### config.mk
export PLATFORM = sky130hd
export DESIGN_NAME = fetch_npc_sel
export DESIGN_NICKNAME = d
export VERILOG_FILES = /design/src/rtl/fnps_pkg.sv /design/src/rtl/fnps_slot_eval.sv /design/src/rtl/fnps_ret_stack.sv /design/src/rtl/fnps_select.sv /design/src/rtl/fetch_npc_sel.sv
export SDC_FILE = /design/constraint.sdc
export NUM_CORES = 1
export LEC_CHECK = 0
export CAP_MARGIN = 20
export CORE_ASPECT_RATIO = 1.4
export CORE_UTILIZATION = 40
export CTS_BUF_LIST = sky130_fd_sc_hd__clkbuf_4 sky130_fd_sc_hd__clkbuf_8 sky130_fd_sc_hd__clkbuf_16
export DETAILED_ROUTE_END_ITERATION = 10
export GPL_ROUTABILITY_DRIVEN = 0
export PLACE_DENSITY = 0.57
export SLEW_MARGIN = 20
export SYNTH_ARGS = -nofsm -noshare
export SYNTH_HDL_FRONTEND = slang
export SYNTH_SLANG_ARGS = --single-unit
export TNS_END_PERCENT = 30
### constraint.sdc
create_clock -name clk -period 9.3 [get_ports clk]
set_clock_uncertainty 0.05 [all_clocks]
set_input_delay 1.86 -clock clk [delete_from_list [all_inputs] [get_ports clk]]
set_output_delay 1.86 -clock clk [all_outputs]
set_load 0.03 [all_outputs]
### src/rtl/fnps_pkg.sv
package fnps_pkg;

  // Control-flow kind reported by the prediction structures for a slot.
  typedef enum logic [1:0] {
    CF_COND = 2'b00,
    CF_JUMP = 2'b01,
    CF_CALL = 2'b10,
    CF_RET  = 2'b11
  } cf_kind_e;

  // Bytes per instruction and instructions per fetch group.
  localparam int unsigned INSN_BYTES = 4;
  localparam int unsigned FETCH_W    = 2;

endpackage

### src/rtl/fnps_slot_eval.sv
// Per-slot evaluation: is the slot predicted taken, where does it go,
// and what would it do to the return stack.
module fnps_slot_eval
  import fnps_pkg::*;
#(
  parameter int unsigned AW = 32
) (
  input  logic          hit,
  input  logic [1:0]    kind,
  input  logic          dir,
  input  logic [AW-1:0] pred_tgt,
  input  logic [AW-1:0] stack_top,
  output logic          taken,
  output logic [AW-1:0] dest,
  output logic          is_call,
  output logic          is_ret
);

  cf_kind_e k;

  always_comb begin
    k       = cf_kind_e'(kind);
    is_call = hit && (k == CF_CALL);
    is_ret  = hit && (k == CF_RET);
    unique case (k)
      CF_COND: taken = hit && dir;
      default: taken = hit;
    endcase
    dest = is_ret ? stack_top : pred_tgt;
  end

endmodule

### src/rtl/fnps_ret_stack.sv
// Circular return-address stack. A push onto a full stack overwrites the
// oldest entry; a pop of an empty stack leaves the top position alone.
module fnps_ret_stack #(
  parameter int unsigned AW    = 32,
  parameter int unsigned DEPTH = 8
) (
  input  logic                         clk,
  input  logic                         rst_n,
  input  logic                         push,
  input  logic                         pop,
  input  logic [AW-1:0]                push_addr,
  output logic [AW-1:0]                top_addr,
  output logic [$clog2(DEPTH)-1:0]     top_ptr,
  output logic [$clog2(DEPTH+1)-1:0]   fill
);

  localparam int unsigned PW = $clog2(DEPTH);
  localparam int unsigned CW = $clog2(DEPTH + 1);
  localparam logic [PW-1:0] LAST = PW'(DEPTH - 1);
  localparam logic [CW-1:0] FULL = CW'(DEPTH);

  logic [AW-1:0] ent_q [DEPTH];
  logic [PW-1:0] ptr_q, ptr_d, ptr_up, ptr_dn;
  logic [CW-1:0] fill_q, fill_d;
  logic          wr_en;

  assign ptr_up = (ptr_q == LAST) ? '0 : ptr_q + 1'b1;
  assign ptr_dn = (ptr_q == '0) ? LAST : ptr_q - 1'b1;

  // Next-state
  always_comb begin
    ptr_d  = ptr_q;
    fill_d = fill_q;
    wr_en  = 1'b0;
    if (push) begin
      ptr_d  = ptr_up;
      wr_en  = 1'b1;
      fill_d = (fill_q == FULL) ? fill_q : fill_q + 1'b1;
    end else if (pop && (fill_q != '0)) begin
      ptr_d  = ptr_dn;
      fill_d = fill_q - 1'b1;
    end
  end

  // State registers
  always_ff @(posedge clk or negedge rst_n) begin
    if (!rst_n) begin
      ptr_q  <= '0;
      fill_q <= '0;
    end else begin
      ptr_q  <= ptr_d;
      fill_q <= fill_d;
    end
  end

  // Entry storage, one clock enable per entry
  for (genvar e = 0; e < DEPTH; e++) begin : g_ent
    always_ff @(posedge clk or negedge rst_n) begin
      if (!rst_n) begin
        ent_q[e] <= '0;
      end else if (wr_en && (ptr_up == PW'(e))) begin
        ent_q[e] <= push_addr;
      end
    end
  end

  assign top_addr = ent_q[ptr_q];
  assign top_ptr  = ptr_q;
  assign fill     = fill_q;

endmodule

### src/rtl/fnps_select.sv
// Priority selection of the next fetch address across the fetch slots.
module fnps_select
  import fnps_pkg::*;
#(
  parameter int unsigned AW = 32
) (
  input  logic                 fetch_valid,
  input  logic [AW-1:0]        fetch_pc,
  input  logic [FETCH_W-1:0]   taken,
  input  logic [AW-1:0]        dest [FETCH_W],
  input  logic [FETCH_W-1:0]   is_call,
  input  logic [FETCH_W-1:0]   is_ret,
  input  logic [AW-1:0]        link [FETCH_W],
  input  logic                 be_redirect,
  input  logic [AW-1:0]        be_target,
  output logic [AW-1:0]        next_pc,
  output logic [FETCH_W-1:0]   slot_valid,
  output logic                 stk_push,
  output logic                 stk_pop,
  output logic [AW-1:0]        stk_addr
);

  localparam logic [AW-1:0] GROUP_BYTES = AW'(INSN_BYTES * FETCH_W);

  logic found;

  always_comb begin
    next_pc    = fetch_pc;
    slot_valid = '0;
    stk_push   = 1'b0;
    stk_pop    = 1'b0;
    stk_addr   = '0;
    found      = 1'b0;
    if (be_redirect) begin
      next_pc = be_target;
    end else if (fetch_valid) begin
      next_pc    = fetch_pc + GROUP_BYTES;
      slot_valid = '1;
      for (int s = 0; s < FETCH_W; s++) begin
        if (!found && taken[s]) begin
          found    = 1'b1;
          next_pc  = dest[s];
          stk_push = is_call[s];
          stk_pop  = is_ret[s];
          stk_addr = link[s];
          for (int j = 0; j < FETCH_W; j++) begin
            slot_valid[j] = (j <= s);
          end
        end
      end
    end
  end

endmodule

### src/rtl/fetch_npc_sel.sv
// Two-wide fetch next-address selector with an internal return stack.
// rst_n is asserted asynchronously; its release is synchronised upstream.
module fetch_npc_sel
  import fnps_pkg::*;
#(
  parameter int unsigned AW    = 32,
  parameter int unsigned DEPTH = 8
) (
  input  logic          clk,
  input  logic          rst_n,
  input  logic          fetch_valid,
  input  logic [AW-1:0] fetch_pc,
  input  logic          s0_hit,
  input  logic [1:0]    s0_kind,
  input  logic          s0_dir,
  input  logic [AW-1:0] s0_target,
  input  logic          s1_hit,
  input  logic [1:0]    s1_kind,
  input  logic          s1_dir,
  input  logic [AW-1:0] s1_target,
  input  logic          be_redirect,
  input  logic [AW-1:0] be_target,
  output logic [AW-1:0] next_pc,
  output logic [1:0]    slot_valid
);

  localparam int unsigned PW = $clog2(DEPTH);
  localparam int unsigned CW = $clog2(DEPTH + 1);

  logic [FETCH_W-1:0] hit_v, dir_v, taken_v, call_v, ret_v;
  logic [1:0]         kind_v [FETCH_W];
  logic [AW-1:0]      tgt_v  [FETCH_W];
  logic [AW-1:0]      dest_v [FETCH_W];
  logic [AW-1:0]      link_v [FETCH_W];

  logic               stk_push, stk_pop;
  logic [AW-1:0]      stk_addr, stk_top;
  logic [PW-1:0]      stk_ptr;
  logic [CW-1:0]      stk_fill;

  assign hit_v     = {s1_hit, s0_hit};
  assign dir_v     = {s1_dir, s0_dir};
  assign kind_v[0] = s0_kind;
  assign kind_v[1] = s1_kind;
  assign tgt_v[0]  = s0_target;
  assign tgt_v[1]  = s1_target;

  for (genvar s = 0; s < FETCH_W; s++) begin : g_slot
    // Link address is the address of the instruction after this slot.
    assign link_v[s] = fetch_pc + AW'(INSN_BYTES * (s + 1));

    fnps_slot_eval #(.AW(AW)) u_eval (
      .hit       (hit_v[s]),
      .kind      (kind_v[s]),
      .dir       (dir_v[s]),
      .pred_tgt  (tgt_v[s]),
      .stack_top (stk_top),
      .taken     (taken_v[s]),
      .dest      (dest_v[s]),
      .is_call   (call_v[s]),
      .is_ret    (ret_v[s])
    );
  end

  fnps_select #(.AW(AW)) u_sel (
    .fetch_valid (fetch_valid),
    .fetch_pc    (fetch_pc),
    .taken       (taken_v),
    .dest        (dest_v),
    .is_call     (call_v),
    .is_ret      (ret_v),
    .link        (link_v),
    .be_redirect (be_redirect),
    .be_target   (be_target),
    .next_pc     (next_pc),
    .slot_valid  (slot_valid),
    .stk_push    (stk_push),
    .stk_pop     (stk_pop),
    .stk_addr    (stk_addr)
  );

  fnps_ret_stack #(.AW(AW), .DEPTH(DEPTH)) u_ras (
    .clk       (clk),
    .rst_n     (rst_n),
    .push      (stk_push),
    .pop       (stk_pop),
    .push_addr (stk_addr),
    .top_addr  (stk_top),
    .top_ptr   (stk_ptr),
    .fill      (stk_fill)
  );

endmodule

# Yosys cells after proc, flatten, opt, wreduce, memory -nomap -nowiden
# Index checks and enable logic that the tools add are counted.
[word_totals] input_bits=140 wordCells=94 ff_bits=263 output_inout_bits=34
[op_classes] muxes=38 n_bitwise=1 order_cmp=1 n_eq_ne=14 n_reduce_logical=24 addsub=6
[ops] operator="$mux 32" count=12
[ops] operator="$bmux 32 s3" count=1
[ops] operator="$add 32x3->32 const B" count=1
[ops] operator="$add 32x4->32 const B" count=1
[ops] operator="$logic_and 1x1->1" count=16
[ops] operator="$eq 3x3->1 const B" count=5
[ops] operator="$mux 1" count=14
[ops] operator="$mux 3" count=4
[ops] operator="$mux 4" count=3
[ops] operator="$eq 2x2->1 const B" count=4
[ops] operator="$mux 2" count=4
[ops] operator="$eq 3x2->1 const B" count=2
[ops] operator="$logic_not 3->1" count=2
[ops] operator="$add 4x1->4 const B" count=1
[ops] operator="$eq 4x4->1 const B" count=1
[ops] operator="$ge 4x4->1 const B" count=1
[ops] operator="$logic_not 2->1" count=2
[ops] operator="$not 3->4" count=1
[ops] operator="$reduce_bool 4->1" count=1
[ops] operator="$sub 4x1->4 const B" count=1
[ops] operator="$add 3x1->3 const B" count=1
[ops] operator="$eq 3x1->1 const B" count=1
[ops] operator="$sub 3x1->3 const B" count=1
[ops] operator="$ne 2x2->1 const B" count=1
[ops] operator="other kinds (3)" count=3

# Longest topological paths before layout
# Gate-level depths: netlist of run 1.
[depth] ltp_word=13 ltp_mapped=14 ltp_nobuf=10

# Modules after synthesis
# Synthesis of run 1 repeated with hierarchy kept, for this count alone.
[hier_totals] hier_cells=1413 hier_area_um2=16343.2
[modules_own_cells] mod="fnps_ret_stack" area_per_inst_um2=11933.9 instances=1 seq_area_each_um2=6581.3 cells_each=782
[modules_own_cells] mod="fnps_select" area_per_inst_um2=2268.4 instances=1 seq_area_each_um2=0.0 cells_each=391
[modules_own_cells] mod="fnps_slot_eval" area_per_inst_um2=541.8 instances=2 seq_area_each_um2=0.0 cells_each=40
[modules_own_cells] mod="fetch_npc_sel" area_per_inst_um2=1057.3 instances=1 seq_area_each_um2=0.0 cells_each=160

# Worst setup path after synthesis of run 1
# Ideal clock, no wire load.
[synth_path] kind="input port to output port" startpoint="in fetch_pc[9]" endpoint="out next_pc[22]" arrival_ns=4.027 setup_slack_ns=3.363 required_time_ns=7.390 stages=7 path_buffers=1 path_cell_list="buf_2 -> nand4_1 -> nor2_1 -> nand3_1 -> nor2_1 -> a31oi_1 -> o311ai_0"
[synth_between] elab_chain_cells=5
[synth_lines] item="start, declared" line_no="fetch_npc_sel.sv:12" text="input logic [AW-1:0] fetch_pc,"
[synth_lines] item="$add 32x4->32" line_no="fnps_select.sv:37" text="next_pc = fetch_pc + GROUP_BYTES;"
[synth_lines] item="$mux 32 (2 in a row)" line_no="fnps_select.sv:40" text="if (!found && taken[s]) begin"
[synth_lines] item="$mux 32" line_no="fnps_select.sv:36" text="end else if (fetch_valid) begin"
[synth_lines] item="$mux 32" line_no="fnps_select.sv:34" text="if (be_redirect) begin"
[synth_lines] item="end, declared" line_no="fetch_npc_sel.sv:23" text="output logic [AW-1:0] next_pc,"
# Every way passes these cells.

# Worst setup path after layout of run 1
[layout_path] startpoint="in fetch_pc[3]" endpoint="out next_pc[19]"
# The elaborated chain is that of the path after synthesis.

==> results of run 1 <==
[layer usage]
| metal | vias up | part of all wire [%] | GRT usage, % |
|---|---|---|---|
| li1 | 5651 | - | - |
| met1 | 5834 | 41 | 33.0 |
| met2 | 382 | 50 | 45.9 |
| met3 | 83 | 5.4 | 2.77 |
| met4 | 0 | 3.7 | 10.3 |
| met5 | - | 0 | 0 |
[cells by family (layout without fill, tap and decap cells)]
kind of cell,count (synthesis),after routing,synth area share [%]
adder cells (fa/ha/maj),8,8,0.699
buffers and inverters,135,263,3.88
XOR/XNOR,39,39,2.39
AO/OA/AOI/OAI,464,464,19.0
AND/OR/NAND/NOR,498,498,15.4
multiplexers,101,101,12.7
flip-flops,263,263,46.0
[power breakdown]
part / switching [mW] / internal, mW
clock: 0.470 / 0.664
combinational: 0.655 / 0.574
sequential: 0.190 / 1.42
total: 1.31 / 2.66
[metrics by stage]
stage	util, %	setup WS [ns]
after floorplan	-	3.36
after global placement	46.7	1.68
after detailed placement	46.8	1.64
after CTS	49.4	1.63
after global routing	49.5	1.55
final	49.5	1.61
[sequential cells by signal, indices dropped and copies added, names as in the netlist]
name,flops
u_ras.fill,4
u_ras.ent_q,256
u_ras.top_ptr,3
[worst max path at each step]
stage,to,slack (ns),depth (start not counted)
2_1_floorplan,next_pc[22],3.36,7
3_3_place_gp,next_pc[19],1.68,9
3_5_place_dp,next_pc[19],1.64,9
4_1_cts,next_pc[19],1.63,9
5_1_grt,next_pc[19],1.55,9
6_report,next_pc[19],1.61,9
[layout by cell type, fill, tap and decap left out, drive strengths merged, types with 8 or more instances in the layout]
| cell type | instances |
|---|---|
| nand3 | 24 |
| o22ai | 27 |
| a31oi | 9 |
| mux2i | 30 |
| o21ai | 246 |
| o211ai | 8 |
| nor3 | 15 |
| nand4 | 12 |
| ha | 8 |
| xnor2 | 23 |
| nor2 | 116 |
| a22oi | 8 |
| a21oi | 97 |
| a221oi | 17 |
| buf | 32 |
| mux4 | 64 |
| nor4 | 10 |
| inv | 12 |
| clkdlybuf4s50 | 172 |
| clkbuf | 35 |
| nand2 | 272 |
| xor2 | 16 |
| dfrtp | 263 |
| and3 | 9 |
[area by class of cell]
type	count	area (sq um)
Multi-Input combinational cell	1110	7220
Inverter	11	41.3
Tap cell	456	571
Sequential cell	263	6590
Timing Repair Buffer	204	2010
Clock buffer	35	767
Fill cell	3384	17700
Clock inverter	13	154
[tightest hold or removal path, delay by kind of cell, from the launching register on]
family	cells	cell delay (ns)
simple gates	1	0.04
compound gates	1	0.06
flops	1	0.33
==> out/summary.txt, run 1 <==
result of the run: completed
startpoint of the tightest hold check path: u_ras.ent_q[47]$_DFFE_PN0P_
core region area: 0.0351 sq mm
count of endpoints failing hold in the final timing report: 0
violation count after the first detailed-routing iteration: 854
smallest hold slack: 0.426 ns
combined buffer and inverter count along the critical path: 2
number of standard cells after synthesis: 1508
number of enable flip-flop cells after synthesis: 0
largest vdd supply drop: 135 uV
actual transition at the worst max-transition pin: 1.13 ns
worst min-delay path category: reg2reg
Nets: 1765
worst hold endpoint: u_ras.ent_q[47]$_DFFE_PN0P_
crit start category: input pin
number of vias in the routed layout: 12000
Final Cycle Share: 82.6%
length in cells of the worst reg-to-reg path: 9
clock latency on the worst-skew pair: 0.55 ns
critical path cell sequence: clkdlybuf4s50_1 -> ha_1 -> nand4_2 -> or4_1 -> nor2_1 -> xor2_1 -> a2111oi_0 -> nor2_1 -> clkdlybuf4s50_1
post-synthesis net count: 1656
overflow left after global routing: 0
global router's overall resource usage: 26.2%
number of clock buffers inserted by TritonCTS: 27
CTS root buffer: sky130_fd_sc_hd__clkbuf_16
Power per Cell Area: 229 mW/mm^2
fin area: 0.0173 sq mm
Crit Path Category: in2out
die height: 226 um
relative area change from synthesis to final layout: 21.1%
horizontal die dimension: 162 um
source of the critical timing path: fetch_pc[3]
top post-synthesis cells by area: sky130_fd_sc_hd__dfrtp_1 46%, sky130_fd_sc_hd__mux4_2 10%, sky130_fd_sc_hd__o21ai_0 8.5%, sky130_fd_sc_hd__nand2_1 7.1%, sky130_fd_sc_hd__a21oi_1 3.1%
flip-flop and latch count after synthesis: 263
post-synth top area share: 46.0%
most area-hungry cell type in the Yosys netlist: sky130_fd_sc_hd__dfrtp_1
Min-Delay Path Depth: 2
Post-Place Cell Area: 0.0164 sq mm
total setup violations reported at the end of the flow: 0
count of nets left with antenna violations after detail routing: 0
remaining routing DRC violations: 0
first-pass GRT wire length: 72300 um
worst reg2reg setup slack: 5.49 ns
number of library cell types mapped by synthesis: 70
Critical Path Sink Type: output pin
static leakage: 7.06 nW
maximum number of pins on one net before global-route repair: 136
Avg Cell Area, Syn: 9.50 sq um
H-tree lvl count: 1
final number of max-transition violations: 0
number of antenna violations at the first check in global routing: 0
f_max: 130 MHz
largest fanout on the critical path: 16
cts-stage hold buffer count: 0
Detailed Route WL: 46600 um
vias in the first global route: 12100
# port buffers: 173
floorplan row count: 81
cell count after placement: 2043
Bufs on Longest Clock Path: 3
n_diodes: 0
Top FF cell, synth: sky130_fd_sc_hd__dfrtp_1
clock tree from TritonCTS: built
I/O pin cnt: 174
most common library cells after synthesis: 272 x sky130_fd_sc_hd__nand2_1, 263 x sky130_fd_sc_hd__dfrtp_1, 242 x sky130_fd_sc_hd__o21ai_0
register clock-pin slew on the reported worst setup and hold paths: 0.06 ns
critical path arrival: 5.78 ns
worst flop-to-flop path startpoint: u_ras.top_ptr[1]$_DFFE_PN0P_
category of cells accounting for the largest share of critical-path delay: buffers and inverters
worst relative slew slack: 23.0%
summed instance area of the synthesized netlist: 0.0143 sq mm
total of max-cap violations: 0
postcts setup bufs: 0
share of final-layout standard cells stronger than drive strength 1: 11.6%
CTS resizes: 0
setup tns final: 0 ns
Crit path largest cell delay: 1.00 ns
sinks on the clock net: 263
required time of the worst setup path: 7.39 ns
share of synthesized area occupied by flip-flops and latches: 46.0%
number of synthesis warnings: 0
FFs w/ async S/R, synth: 100%
HPWL reported at the end of detailed placement: 31400 um
DRT Pass-1 Iters: 5
cell with the largest stage delay on the worst path: sky130_fd_sc_hd__a2111oi_0
worst reg2reg endpoint: u_ras.ent_q[99]$_DFFE_PN0P_
count of placed standard cells in the final layout, fillers left out: 2092
Vias per Instance: 5.71
RSZ-0062 raised after global routing: no
min cycle time layout: 7.69 ns
count leader, synth: sky130_fd_sc_hd__nand2_1
final routed wire length divided by cell count: 22.3 um
Tot Pwr: 3.98 mW
initial standard-cell utilization of the core: 40.8%
Total Die Area: 0.0366 sq mm
(Power assumes the default switching activity.)
==> run 2: changes to the inputs <==
clock period = 7.9 ns   (was 9.3 ns; I/O delays follow)
==> run 2 against run 1 <==
Net effect: worst setup slack got worse by 0.78 ns; total power increased by 17%; highest routed layer is now met5; utilization about the same; first-iteration DRC count decreased by 12%; clock-buffer cell count increased by 6; largest power group unchanged.
==> out/summary.txt, run 2 (synthesis gave the netlist of run 1 again) <==
cts-stage hold buffer count: 0
DRT Pass-1 Iters: 5
H-tree lvl count: 1
worst min-delay path category: reg2reg
CTS resizes: 0
critical path arrival: 5.44 ns
# port buffers: 173
total of max-cap violations: 0
crit start category: input pin
Total Die Area: 0.0366 sq mm
result of the run: completed
highest-count cells in the layout ignoring fill and taps: 272 x sky130_fd_sc_hd__nand2_1, 260 x sky130_fd_sc_hd__dfrtp_1, 242 x sky130_fd_sc_hd__o21ai_0, 172 x sky130_fd_sc_hd__clkdlybuf4s50_1, 115 x sky130_fd_sc_hd__nor2_1
core region area: 0.0351 sq mm
largest fanout on the critical path: 16
static leakage: 7.08 nW
remaining routing DRC violations: 0
number of clock buffers inserted by TritonCTS: 27
horizontal die dimension: 162 um
overflow left after global routing: 0
violation count after the first detailed-routing iteration: 754
Final Cycle Share: 89.5%
maximum number of pins on one net before global-route repair: 136
count of nets left with antenna violations after detail routing: 0
required time of the worst setup path: 6.27 ns
die height: 226 um
core occupancy in the finished layout: 49.5%
number of vias in the routed layout: 12100
first-pass GRT wire length: 73000 um
relative area change from synthesis to final layout: 21.2%
f_max: 141 MHz
postcts setup bufs: 0
HPWL reported at the end of detailed placement: 32100 um
Nets: 1768
clock latency on the worst-skew pair: 0.54 ns
number of antenna violations at the first check in global routing: 2
initial standard-cell utilization of the core: 40.8%
total setup violations reported at the end of the flow: 0
Detailed Route WL: 47400 um
Top reg by flops: u_ras.ent_q
Vias per Instance: 5.74
setup tns final: 0 ns
leading cell type in the layout, fill and taps excluded: sky130_fd_sc_hd__nand2_1
Critical Path Sink Type: output pin
floorplan row count: 81
CTS root buffer: sky130_fd_sc_hd__clkbuf_16
I/O pin cnt: 174
Power per Cell Area: 268 mW/mm^2
largest vdd supply drop: 147 uV
share of final-layout standard cells stronger than drive strength 1: 11.8%
RSZ-0062 raised after global routing: no
count of endpoints failing hold in the final timing report: 0
sinks on the clock net: 263
final number of max-transition violations: 0
clock tree from TritonCTS: built
register clock-pin slew on the reported worst setup and hold paths: 0.06 ns
Crit Path Category: in2out
max FFs per register: 256
vias in the first global route: 11900
final routed wire length divided by cell count: 22.6 um
actual transition at the worst max-transition pin: 1.10 ns
global router's overall resource usage: 26.6%
min cycle time layout: 7.07 ns
Bufs on Longest Clock Path: 3
worst relative slew slack: 26.9%
## run 2: cell count changes in the layout (fill, tap and decap cells not counted)
| cell | change |
|---|---|
| sky130_fd_sc_hd__clkbuf_4 | +6 |
| sky130_fd_sc_hd__buf_4 | +3 |
| sky130_fd_sc_hd__clkinvlp_4 | -2 |
| sky130_fd_sc_hd__bufinv_16 | -1 |
| sky130_fd_sc_hd__clkinv_2 | -1 |
| sky130_fd_sc_hd__diode_2 | +1 |
| sky130_fd_sc_hd__nor3_1 | +1 |
| sky130_fd_sc_hd__nor3_2 | -1 |
## run 2: final timing paths
| path | from | end | slack (ns) | cells past startpoint |
|---|---|---|---|---|
| max in group asynchronous | rst_n | u_ras.ent_q[211]$_DFFE_PN0P_ | 5.79 | 2 |
| worst max-delay path | fetch_pc[4] | next_pc[25] | 0.83 | 9 |
| worst min register to register | u_ras.ent_q[180]$_DFFE_PN0P_ | u_ras.ent_q[180]$_DFFE_PN0P_ | 0.43 | 2 |
| worst min-delay path | u_ras.ent_q[180]$_DFFE_PN0P_ | u_ras.ent_q[180]$_DFFE_PN0P_ | 0.43 | 2 |
| worst max register to register | u_ras.top_ptr[1]$_DFFE_PN0P_ | u_ras.ent_q[215]$_DFFE_PN0P_ | 3.59 | 8 |
| min in group asynchronous | rst_n | u_ras.fill[3]$_DFFE_PN0P_ | 0.89 | 1 |
## run 2: routing by layer
layer  up-vias  routed length, um  track usage, %  share of wire, %
li1       5670                  -               -                 -
met1      5898              19200            33.3                41
met2       383              23600            46.2                50
met3       100               2610            3.32               5.5
met4         2               1990            11.3               4.2
met5         -                 12               0             0.025
## run 2: stage by stage
stage | total power [mW] | area [sq um] | cells | setup WS, ns | hold WS, ns
finish | 4.66 | 17400 | 2098 | 0.832 | 0.426
global route | 4.93 | 17400 | 2098 | 0.556 | 0.444
CTS | 4.69 | 17300 | 2096 | 0.873 | 0.430
floorplan | 2.89 | 14300 | 1508 | 2.52 | 0.395
detailed placement | 3.37 | 16400 | 2046 | 0.899 | 0.416
global placement | 3.33 | 16400 | 2045 | 0.922 | 0.406
## run 2: worst max-delay path, cell delays in order
cell and delay, ns:
sky130_fd_sc_hd__clkdlybuf4s50_1 0.62, sky130_fd_sc_hd__ha_1 0.30, sky130_fd_sc_hd__nand4_2 0.18, sky130_fd_sc_hd__or4_1 0.81, sky130_fd_sc_hd__or4_4 0.55, sky130_fd_sc_hd__xnor2_1 0.17
sky130_fd_sc_hd__a2111oi_0 0.52, sky130_fd_sc_hd__nor2_1 0.10, sky130_fd_sc_hd__clkdlybuf4s50_1 0.60
## run 2: final cells by class
| type | instances | area, sq um |
|---|---|---|
| fill | 3373 | 17700 |
| multi-input combinational | 1110 | 7210 |
| sequential | 263 | 6590 |
| timing repair buffer | 207 | 2030 |
| clock buffer | 41 | 812 |
| tap | 456 | 571 |
| clock inverter | 9 | 104 |
| inverter | 11 | 41.3 |
| antenna | 1 | 2.50 |
## run 2: report_power, final
part           switching (mW)  internal (mW)
Sequential              0.308           1.68
Combinational           0.687          0.674
Clock                   0.540          0.775
Total                    1.54           3.13
